## config.mk

```make
export PLATFORM = sky130hd
export DESIGN_NAME = dma_cond_eval
export DESIGN_NICKNAME = d
export VERILOG_FILES = /design/src/rtl/dma_cond_pkg.sv /design/src/rtl/dma_cond_match.sv /design/src/rtl/dma_cond_mode.sv /design/src/rtl/dma_cond_eval.sv
export SDC_FILE = /design/constraint.sdc
export NUM_CORES = 1
export LEC_CHECK = 0
export BUFFER_PORTS_ARGS = -buffer_cell sky130_fd_sc_hd__buf_2
export CORE_MARGIN = 8
export CORE_UTILIZATION = 13
export DETAILED_ROUTE_END_ITERATION = 12
export HOLD_SLACK_MARGIN = 0.06
export PLACE_DENSITY = 0.8
export SYNTH_ARGS = -nofsm -noshare
export SYNTH_HDL_FRONTEND = slang
export SYNTH_SLANG_ARGS = --single-unit
```

## constraint.sdc

```tcl
create_clock -name clk_i -period 2.4 [get_ports clk_i]
set_input_delay 0.72 -clock clk_i [delete_from_list [all_inputs] [get_ports clk_i]]
set_output_delay 0.72 -clock clk_i [all_outputs]
set_load 0.005 [all_outputs]
```

## src/rtl/dma_cond_pkg.sv

```systemverilog
package dma_cond_pkg;
  typedef enum logic [1:0] {
    MODE_NEVER    = 2'b00,
    MODE_IF_TRUE  = 2'b01,
    MODE_IF_FALSE = 2'b10,
    MODE_ALWAYS   = 2'b11
  } cond_mode_e;

  localparam int unsigned DEC_WAIT   = 0;
  localparam int unsigned DEC_BRANCH = 1;
  localparam int unsigned DEC_IRQ    = 2;
  localparam int unsigned NUM_DEC    = 3;
  localparam int unsigned MODE_W     = 2;
endpackage

```

## src/rtl/dma_cond_match.sv

```systemverilog
module dma_cond_match #(
  parameter int unsigned SEL_W    = 32,
  parameter int unsigned CMP_W    = 4,
  parameter int unsigned MASK_LSB = 16
) (
  input  logic [CMP_W-1:0] stat_i,
  input  logic [SEL_W-1:0] sel_i,
  output logic             match_o
);
  localparam int unsigned MASK_MSB = MASK_LSB + CMP_W - 1;

  logic [CMP_W-1:0] mask;
  logic [CMP_W-1:0] value;

  assign mask    = sel_i[MASK_MSB:MASK_LSB];
  assign value   = sel_i[CMP_W-1:0];
  assign match_o = ((stat_i & mask) == (value & mask));
endmodule

```

## src/rtl/dma_cond_mode.sv

```systemverilog
module dma_cond_mode
  import dma_cond_pkg::*;
(
  input  cond_mode_e mode_i,
  input  logic       cond_i,
  output logic       act_o
);
  always_comb begin
    unique case (mode_i)
      MODE_NEVER:    act_o = 1'b0;
      MODE_IF_TRUE:  act_o = cond_i;
      MODE_IF_FALSE: act_o = ~cond_i;
      MODE_ALWAYS:   act_o = 1'b1;
      default:       act_o = 1'b0;
    endcase
  end
endmodule

```

## src/rtl/dma_cond_eval.sv

```systemverilog
module dma_cond_eval
  import dma_cond_pkg::*;
#(
  parameter int unsigned STAT_W   = 8,
  parameter int unsigned SEL_W    = 32,
  parameter int unsigned CMP_W    = 4,
  parameter int unsigned MASK_LSB = 16,
  localparam int unsigned CMD_W   = NUM_DEC * MODE_W
) (
  input  logic              clk_i,
  input  logic              rst_ni,
  input  logic              eval_i,
  input  logic [CMD_W-1:0]  cmd_i,
  input  logic [STAT_W-1:0] dev_stat_i,
  input  logic [SEL_W-1:0]  irq_sel_i,
  input  logic [SEL_W-1:0]  br_sel_i,
  input  logic [SEL_W-1:0]  wait_sel_i,
  output logic              wait_o,
  output logic              branch_o,
  output logic              advance_o,
  output logic              irq_o
);
  logic [NUM_DEC-1:0][SEL_W-1:0] sel;
  logic [NUM_DEC-1:0]            cond;
  logic [NUM_DEC-1:0]            act;
  logic                          irq_q;
  logic                          stat_unused;

  assign sel[DEC_WAIT]   = wait_sel_i;
  assign sel[DEC_BRANCH] = br_sel_i;
  assign sel[DEC_IRQ]    = irq_sel_i;

  // Upper status bits take no part in the compare.
  assign stat_unused = ^dev_stat_i[STAT_W-1:CMP_W];

  // One condition matcher and one mode decoder per decision.
  // The mode field for decision d sits at cmd_i[2d+1:2d].
  for (genvar d = 0; d < NUM_DEC; d++) begin : g_dec
    logic sel_unused;

    assign sel_unused = ^{sel[d][SEL_W-1:MASK_LSB+CMP_W], sel[d][MASK_LSB-1:CMP_W]};

    dma_cond_match #(
      .SEL_W    (SEL_W),
      .CMP_W    (CMP_W),
      .MASK_LSB (MASK_LSB)
    ) i_match (
      .stat_i  (dev_stat_i[CMP_W-1:0]),
      .sel_i   (sel[d]),
      .match_o (cond[d])
    );

    dma_cond_mode i_mode (
      .mode_i (cond_mode_e'(cmd_i[MODE_W*d +: MODE_W])),
      .cond_i (cond[d]),
      .act_o  (act[d])
    );
  end

  assign wait_o    = act[DEC_WAIT];
  assign branch_o  = act[DEC_BRANCH];
  assign advance_o = ~act[DEC_BRANCH];

  always_ff @(posedge clk_i or negedge rst_ni) begin
    if (!rst_ni) irq_q <= 1'b0;
    else         irq_q <= eval_i & act[DEC_IRQ];
  end

  assign irq_o = irq_q;
endmodule

```

==> metrics <==
GRT overflow=0; Worst-Margin Slew=roughly 0.22 ns; first-pass GRT wire length=1.76 mm; DRT Pass-1 Iters=2; violated checks=negative setup slack; layout cells sized above 1=70.6%; Diodes inserted=0; met1 Use GR=under 10%; Ports=117; CORE AREA=about 1700 µm²; busiest grt layer=met2; commonest non-fill, non-tap cells in the layout=buf_2, xor2_1, buf_6; Critical Path Max Stage Delay=roughly 0.34 ns; final-report setup violation count=2; Overall Global Routing Usage=under 10%; RSZ-0062 raised after global routing=true; DR iter-0 viols=4; outcome=complete, but fails checks; Worst EP required=between 1.5 and 2 ns; delay-heaviest family, CP=compound AO/OA/AOI/OAI gates; Port Buffer Count=40; met3 Track Usage GR=between 3 and 4%; Final HPWL DP=roughly 1.1 mm; routed wire length per instance=between 10 and 15 µm; Worst Hold Slack=a little under 0.5 ns; WL final=approximately 1.2 mm; syn nets=~140; syn_area_per_cell=around 9.2 µm²; fin nets=183; initial antenna violation count=0; number of cells produced by synthesis=26; max FFs per register=1; Post-CTS Setup Repair Bufs=0; post-route cell area=between 500 and 600 µm²; CTS Hold Buffers Added=0; startpoint types=primary input; total leakage power=~0.3 nW; Clock Pin Slew Worst Setup and Hold Paths=0 ns; post-layout util=a little under a third; Max Cap Viol=0; CP arrival=~1.8 ns; Die Span X=slightly below 60 µm; grt met2 use=11.5%; Initial Util=between 10% and 20%; FF+latch count, synth=1; critical path fanouts, max=1; CP Capture Type=primary output; Synth Cell Area=239 µm²; placed cell area=around 490 µm²; slew margin rel.=between 80% and 90%; via count=370; FMAX=0.392 GHz; Final GP Congestion=around 0.71; CP Cell Sequence=buf_6 -> xor2_1 -> a22o_1 -> a221oi_2 -> mux2_1 -> buf_2; die height=58.9 µm; Tmin final=between 2 and 3 ns; FP Rows=15; die area=around 3500 µm²; most common cell after layout, fill and taps aside=buf_2; sequential-to-total area share from yosys stat=10.5%; Slew Viols, Final=0; Unique masters post-synth=11; Final Hold Viols=0; CP max stage cell=mux2_1; setup TNS=-0.241 ns; number of global-route vias before repair=between 400 and 500; peak supply drop=between 0.00008 and 0.00009 V; critical path class=in2out; Power per Cell Area=between 200 and 250 nW/µm²; fillers=203; worst path buffer plus inverter count=2; final worst slack=-0.152 ns; maximum number of pins on one net before global-route repair=4; worst hold path type=in2async; DRC=0; vias per cell=about 4.0; antenna viol nets, final=0; synthesis warning total=0; Tcrit/Tclk final=106%; Area growth syn-to-layout=128%
-- final cells by class --
| class | instances | area (µm²) | share of cell area [%] |
|---|---|---|---|
| multi-input cells | 25 | 238 | 43.7 |
| well taps | 25 | 31.3 | 5.75 |
| flip-flops and latches | 1 | 25.0 | 4.60 |
| repair buffers | 42 | 250 | 46.0 |
-- power breakdown --
part / total, mW / switching, mW / internal (mW)
sequential: 0.0192 / 0.000307 / 0.0188
combinational: 0.0987 / 0.0387 / 0.0600
clock: 0 / 0 / 0
total: 0.118 / 0.0390 / 0.0788
-- repair_timing --
item	4_1_cts	5_1_grt
setup endpoints to repair	3	3
pin swaps	4	3
resized for setup	4	7
-- routing by layer --
metal	vias up	wire length, µm
met3	0	243
met2	33	564
li1	181	-
met1	156	398
met4	0	0
met5	-	0
-- per-stage QoR --
step           instances  total power, mW  worst slack, ns
6_report              93            0.118           -0.152
3_3_place_gp          93            0.102           -0.192
2_1_floorplan         26           0.0548           0.0769
5_1_grt               93            0.128           -0.221
3_5_place_dp          93            0.104           -0.196
4_1_cts               93            0.109           -0.158
-- cell usage after synthesis (all sizes together) --
library cell	number	area, µm²
xor2	12	105
a22oi	4	30.0
mux2	2	22.5
nand2	2	7.51
a21oi	1	5.00
a221oi	1	15.0
a22o	1	8.76
a41o	1	10.0
dfrtp	1	25.0
mux2i	1	10.0
-- final timing paths --
check	startpoint	depth (start not counted)	slack [ns]	end
min in group clk_i	cmd_i[4]	2	0.97	irq_o$_DFF_PN0_
max in group asynchronous	rst_ni	1	1.82	irq_o$_DFF_PN0_
worst max-delay path	wait_sel_i[2]	6	-0.15	wait_o
worst min-delay path	rst_ni	1	0.49	irq_o$_DFF_PN0_
-- logic make-up (layout without fill, tap and decap cells) --
group	Yosys count	in the layout	synth area share [%]
AND/OR/NAND/NOR	2	2	3.14
buffers and inverters	0	42	0
AO/OA/AOI/OAI	8	8	28.8
XOR/XNOR	12	12	44.0
flip-flops	1	1	10.5
multiplexers	3	3	13.6
No activity file was read; power rests on OpenSTA's default activity.
